$ cat src/rtl/serclk_pkg.sv
package serclk_pkg;

  typedef enum logic [1:0] {
    SRC_ASYNC  = 2'd0,
    SRC_MASTER = 2'd1,
    SRC_SLAVE  = 2'd2
  } clk_src_e;

  localparam int unsigned TX_CW = 4;

  function automatic clk_src_e pick_src(input logic sync_m, input logic pin_out);
    if (!sync_m) return SRC_ASYNC;
    return pin_out ? SRC_MASTER : SRC_SLAVE;
  endfunction

  // transmit ratio minus one: 16, 8 or 2
  function automatic logic [TX_CW-1:0] tx_ratio_m1(input clk_src_e src, input logic dbl);
    if (src != SRC_ASYNC) return TX_CW'(1);
    return dbl ? TX_CW'(7) : TX_CW'(15);
  endfunction

endpackage

$ cat src/rtl/serclk_baud.sv
module serclk_baud #(
  parameter int unsigned DIV_W = 12
) (
  input  logic             clk,
  input  logic             rst,
  input  logic [DIV_W-1:0] div_val,
  input  logic             reload,
  output logic             base_tick
);

  logic [DIV_W-1:0] cnt;
  logic             at_zero;

  assign at_zero = (cnt == '0);

  always_ff @(posedge clk) begin
    if (rst) begin
      cnt       <= '0;
      base_tick <= 1'b0;
    end else begin
      base_tick <= at_zero && !reload;
      if (reload || at_zero) cnt <= div_val;
      else                   cnt <= cnt - 1'b1;
    end
  end

  p_reload_loads_r2: assert property (@(posedge clk) disable iff (rst)
    reload |=> (cnt == $past(div_val)));

  p_tick_from_zero_r1: assert property (@(posedge clk) disable iff (rst)
    base_tick |-> ($past(cnt) == '0));

endmodule

$ cat src/rtl/serclk_txdiv.sv
module serclk_txdiv
  import serclk_pkg::*;
(
  input  logic             clk,
  input  logic             rst,
  input  logic             base_tick,
  input  logic [TX_CW-1:0] ratio_m1,
  output logic             tx_pulse,
  output logic             half_tog
);

  logic [TX_CW-1:0] dcnt;
  logic             wrap;
  logic             half;

  assign wrap = (dcnt >= ratio_m1);
  assign half = (dcnt == ratio_m1) || (dcnt == (ratio_m1 >> 1));

  always_ff @(posedge clk) begin
    if (rst) begin
      dcnt     <= '0;
      tx_pulse <= 1'b0;
      half_tog <= 1'b0;
    end else begin
      tx_pulse <= 1'b0;
      if (base_tick) begin
        if (wrap) begin
          dcnt     <= '0;
          tx_pulse <= 1'b1;
        end else begin
          dcnt <= dcnt + 1'b1;
        end
        if (half) half_tog <= ~half_tog;
      end
    end
  end

  p_tx_needs_base_r3: assert property (@(posedge clk) disable iff (rst)
    tx_pulse |-> $past(base_tick));

  p_tog_needs_base_r7: assert property (@(posedge clk) disable iff (rst)
    !$past(base_tick) |-> $stable(half_tog));

endmodule

$ cat src/rtl/serclk_extsync.sv
module serclk_extsync #(
  parameter int unsigned SYNC_STAGES = 2
) (
  input  logic clk,
  input  logic rst,
  input  logic pin_in,
  output logic rise,
  output logic fall
);

  logic [SYNC_STAGES-1:0] sync_q;
  logic                   prev_q;
  logic                   synced;

  assign synced = sync_q[SYNC_STAGES-1];

  generate
    if (SYNC_STAGES == 1) begin : g_one
      always_ff @(posedge clk) begin
        if (rst) sync_q <= '0;
        else     sync_q <= pin_in;
      end
    end else begin : g_chain
      always_ff @(posedge clk) begin
        if (rst) sync_q <= '0;
        else     sync_q <= {sync_q[SYNC_STAGES-2:0], pin_in};
      end
    end
  endgenerate

  always_ff @(posedge clk) begin
    if (rst) prev_q <= 1'b0;
    else     prev_q <= synced;
  end

  assign rise = synced && !prev_q;
  assign fall = !synced && prev_q;

endmodule

$ cat src/rtl/serclk_gen.sv
module serclk_gen
  import serclk_pkg::*;
#(
  parameter int unsigned DIV_W = 12,
  parameter int unsigned LO_W  = 8
) (
  input  logic              clk,
  input  logic              rst,
  input  logic [DIV_W-LO_W-1:0] div_hi,
  input  logic [LO_W-1:0]   div_lo,
  input  logic              div_lo_wr,
  input  logic              sync_mode,
  input  logic              dbl_speed,
  input  logic              pin_is_out,
  input  logic              rx_pol,
  input  logic              sclk_in,
  output logic              rx_tick,
  output logic              tx_tick,
  output logic              sclk_out
);

  clk_src_e         src;
  logic [TX_CW-1:0] ratio_m1;
  logic             base_tick;
  logic             tx_int;
  logic             half_tog;
  logic             ext_rise;
  logic             ext_fall;
  logic             ext_rx;
  logic             ext_tx;

  assign src      = pick_src(sync_mode, pin_is_out);
  assign ratio_m1 = tx_ratio_m1(src, dbl_speed);

  serclk_baud #(.DIV_W(DIV_W)) u_baud (
    .clk       (clk),
    .rst       (rst),
    .div_val   ({div_hi, div_lo}),
    .reload    (div_lo_wr),
    .base_tick (base_tick)
  );

  serclk_txdiv u_txdiv (
    .clk       (clk),
    .rst       (rst),
    .base_tick (base_tick),
    .ratio_m1  (ratio_m1),
    .tx_pulse  (tx_int),
    .half_tog  (half_tog)
  );

  serclk_extsync #(.SYNC_STAGES(2)) u_ext (
    .clk    (clk),
    .rst    (rst),
    .pin_in (sclk_in),
    .rise   (ext_rise),
    .fall   (ext_fall)
  );

  assign ext_rx = rx_pol ? ext_fall : ext_rise;
  assign ext_tx = rx_pol ? ext_rise : ext_fall;

  always_ff @(posedge clk) begin
    if (rst) begin
      rx_tick  <= 1'b0;
      tx_tick  <= 1'b0;
      sclk_out <= 1'b0;
    end else begin
      case (src)
        SRC_SLAVE: begin
          rx_tick  <= ext_rx;
          tx_tick  <= ext_tx;
          sclk_out <= 1'b0;
        end
        SRC_MASTER: begin
          rx_tick  <= base_tick;
          tx_tick  <= tx_int;
          sclk_out <= half_tog;
        end
        default: begin
          rx_tick  <= base_tick;
          tx_tick  <= tx_int;
          sclk_out <= 1'b0;
        end
      endcase
    end
  end

  p_pin_idle_r7: assert property (@(posedge clk) disable iff (rst)
    !(sync_mode && pin_is_out) |=> !sclk_out);

  p_slave_excl_r9: assert property (@(posedge clk) disable iff (rst)
    (sync_mode && !pin_is_out) |=> !(rx_tick && tx_tick));

  p_slave_quiet_r10: assert property (@(posedge clk) disable iff (rst)
    (sync_mode && !pin_is_out && !ext_rise && !ext_fall) |=> (!rx_tick && !tx_tick));

  p_reset_clears_r11: assert property (@(posedge clk)
    $past(rst) |-> (!rx_tick && !tx_tick && !sclk_out));

endmodule

$ cat config.mk
export PLATFORM = sky130hd
export DESIGN_NAME = serclk_gen
export DESIGN_NICKNAME = d
export VERILOG_FILES = /design/src/rtl/serclk_pkg.sv /design/src/rtl/serclk_baud.sv /design/src/rtl/serclk_txdiv.sv /design/src/rtl/serclk_extsync.sv /design/src/rtl/serclk_gen.sv
export SDC_FILE = /design/constraint.sdc
export NUM_CORES = 1
export LEC_CHECK = 0
export BUFFER_PORTS_ARGS = -buffer_cell sky130_fd_sc_hd__buf_2
export CAP_MARGIN = 10
export CORE_UTILIZATION = 45
export DETAILED_ROUTE_END_ITERATION = 8
export PLACE_DENSITY_LB_ADDON = 0.2
export SYNTH_ARGS = -nofsm -noshare
export SYNTH_HDL_FRONTEND = slang
export SYNTH_SLANG_ARGS = --single-unit
$ cat constraint.sdc
create_clock -name clk -period 3.65 [get_ports clk]
set_input_delay 0.1825 -clock clk [delete_from_list [all_inputs] [get_ports clk]]
set_output_delay 0.1825 -clock clk [all_outputs]
set_load 0.05 [all_outputs]
==> reports/qor.yml <==
yosys:
  yosysTopAreaCell: "dfxtp_1"
  synthCells: 143
  synth_flop_cell: "dfxtp_1"
  seq_area_frac_synth_pct: 38.4
  synth_top_area_share_pct: 38.4
  synth_area_leaders: "dfxtp_1 38%, nor2_1 6.0%, xnor2_1 6.0%, ha_1 5.8%, a211oi_1 4.0%"
  synth_edf_count: 0
  ys_seq_elements: 25
  synth_nets: 169
  ys_types: 39
  avgSynthCellArea_um2: 9.13
  syn-cell-area_um2: 1310
  synthArstFlopShare_pct: 0
  ys_warn_count: 0
clock_network:
  cts.repair.resized: 0
  cts_hold_buf: 0
  cts_tree: "done"
  htree_levels: 1
  cts.sinks: 25
  cts_buffers: 3
  clk_latency_ns: 0.33
  cts_setup_buffers: 0
  clk_pin_slew_worst_paths_ns: 0.15
  root_buffer: "clkbuf_4"
  cts_max_path_buffers: 2
power_and_ir_drop:
  peakVddDrop_mv: 0.228
  switching_power_uw: 175
  share_seq_of_total_power_pct: 55.5
  leakage_uw: 0.000586
  powerDensity_nw_per_um2: 389
  clock_power_share_pct: 23.0
  p_total_uw: 568
  combPwrFrac_pct: 21.5
  swShare_pct: 30.7
  p_int_uw: 394
routing:
  routed_wl_um: 2430
  vias_per_cell: 5.49
  drcViolationCount: 0
  final_antenna_net_count: 0
  via_count: 1060
  drtIter0Drc: 17
  first_pass_iters: 4
  wl_per_cell_um: 12.6
hold_path:
  hold_depth: 2
  min-delay-start: "sclk_in"
  hold_end: "u_ext.sync_q[0]$_SDFF_PP0_"
  min_path_type: "primary input to flop"
critical_path:
  critPathMaxFanout: 20
  r2r-end: "u_baud.cnt[9]$_SDFF_PP0_"
  reg2reg_depth: 6
  crit_type: "flop to flop"
  crit_path_start_kind: "flop"
  cp.arrival_ns: 2.27
  r2r_setup_slack_ns: 1.57
  timing.rr.start: "u_baud.cnt[0]$_SDFF_PP0_"
  endpoint_kind: "flop"
  crit_required_ns: 3.84
die:
  die_w_um: 55.9
  core_um2: 2760
  die_h_um: 55.9
  rows: 19
  die_area_um2: 3120
  ioPinCount: 23
  start_util_pct: 47.3
job:
  cap_violations: 0
finish:
  area_growth_pct: 12.0
  final_core_util_pct: 53.0
  diodes: 0
  nets: 189
  drive_above_1_share_pct: 24.1
  final_cell_mix: "25 x dfxtp_1, 22 x buf_2, 21 x nor2_1"
  final_common_cell: "dfxtp_1"
timing:
  skew_ns: 0.00602
  hold_viol: 0
  max_freq_ghz: 0.482
  rsz0062_at_grt: "false"
  tns_ns: 0
  max-slew-margin-rel_pct: 34.9
  hold_slack_ns: 0.0600
  min_period_ns: 2.08
  tightest_slew_ns: 0.973
  slew_violations: 0
  setup_violations: 0
  period_share_pct: 56.9
global_routing:
  overflow: 0
  grt_pass1_vias: 1014
  grt_max_degree: 27
  groute.usage.overall_pct: 17.8
  grt_antenna_before_repair: 0
  grt_pass1_wl_um: 4440
placed_design:
  numPortBuffers: 22
  gp_routability_congestion: 0.776
  hpwl_um: 1760
outcome:
  outcome: "finished clean"
## critical path, cell delays in order (launching register included)
cell and delay (ns):
dfxtp_1 0.35, inv_1 0.11, ha_1 0.16, nor4b_1 0.48
a31oi_2 0.52, nor2_1 0.25, a211oi_2 0.06
## cells by family (layout without fill, tap and decap cells)
kind of cell,Yosys count,in the layout,synth area share [%]
mux,3,3,2.40
flops,25,25,38.4
xor+xnor,9,9,6.04
simple gates,62,62,28.7
compound gates,26,26,15.1
buf+inv,12,31,3.64
fa+ha+maj,6,6,5.75
## registers in the layout, summed over array words and instances, names as in the netlist
signal	flops
u_txdiv.half_tog	1
rx_tick	1
tx_tick	1
u_txdiv.tx_pulse	1
u_baud.cnt	12
u_txdiv.dcnt	4
sclk_out	1
u_ext.prev_q	1
u_baud.base_tick	1
u_ext.sync_q	2
## cells in the mapped netlist, drive strengths merged (3+ instances only)
cell,instances
nor2,21
nand3,5
nand3b,3
a211oi,9
a31oi,3
nor2b,5
ha,6
nor4b,3
inv,5
xnor2,9
nor3,4
clkbuf,5
a21oi,5
nand2b,4
dfxtp,25
## per-stage QoR
step | setup WS [ns] | instance area [µm²] | instances
detailed placement | 1.59 | 1430 | 189
finish | 1.57 | 1460 | 193
global route | 1.38 | 1460 | 193
floorplan | 1.90 | 1310 | 143
global placement | 1.68 | 1430 | 189
CTS | 1.57 | 1460 | 193
## how the worst max path moves through the flow
stage	start	to	cells after the start
floorplan	sync_mode	u_txdiv.half_tog$_SDFFE_PP0P_	5
global placement	sync_mode	u_txdiv.half_tog$_SDFFE_PP0P_	6
detailed placement	u_baud.cnt[0]$_SDFF_PP0_	u_baud.cnt[9]$_SDFF_PP0_	6
CTS	u_baud.cnt[0]$_SDFF_PP0_	u_baud.cnt[11]$_SDFF_PP0_	6
global route	u_baud.cnt[0]$_SDFF_PP0_	u_baud.cnt[4]$_SDFF_PP0_	6
finish	u_baud.cnt[0]$_SDFF_PP0_	u_baud.cnt[9]$_SDFF_PP0_	6
## layout make-up
class                      instances  area, µm²
timing repair buffer              22        110
fill                             264       1300
clock buffer                       3       22.5
sequential                        25        500
tap                               31       38.8
inverter                           5       18.8
clock inverter                     1       7.51
multi-input combinational        106        763
## layer usage
layer	wire length [µm]	vias to the layer above	part of all wire (%)	track usage (%)
met1	1190	491	49	23.1
met3	58	2	2.4	3.02
li1	-	555	-	-
met2	1170	12	48	29.4
met5	0	-	0	0
met4	17	0	0.70	7.32
## power groups by stage
stage / combinational (µW) / clock, µW / sequential, µW
2_1_floorplan: 94.0 / 0 / 318
3_3_place_gp: 119 / 0 / 320
3_5_place_dp: 123 / 0 / 321
4_1_cts: 124 / 138 / 315
5_1_grt: 138 / 147 / 319
6_report: 122 / 131 / 315
Power figures use the tool's default switching activity.
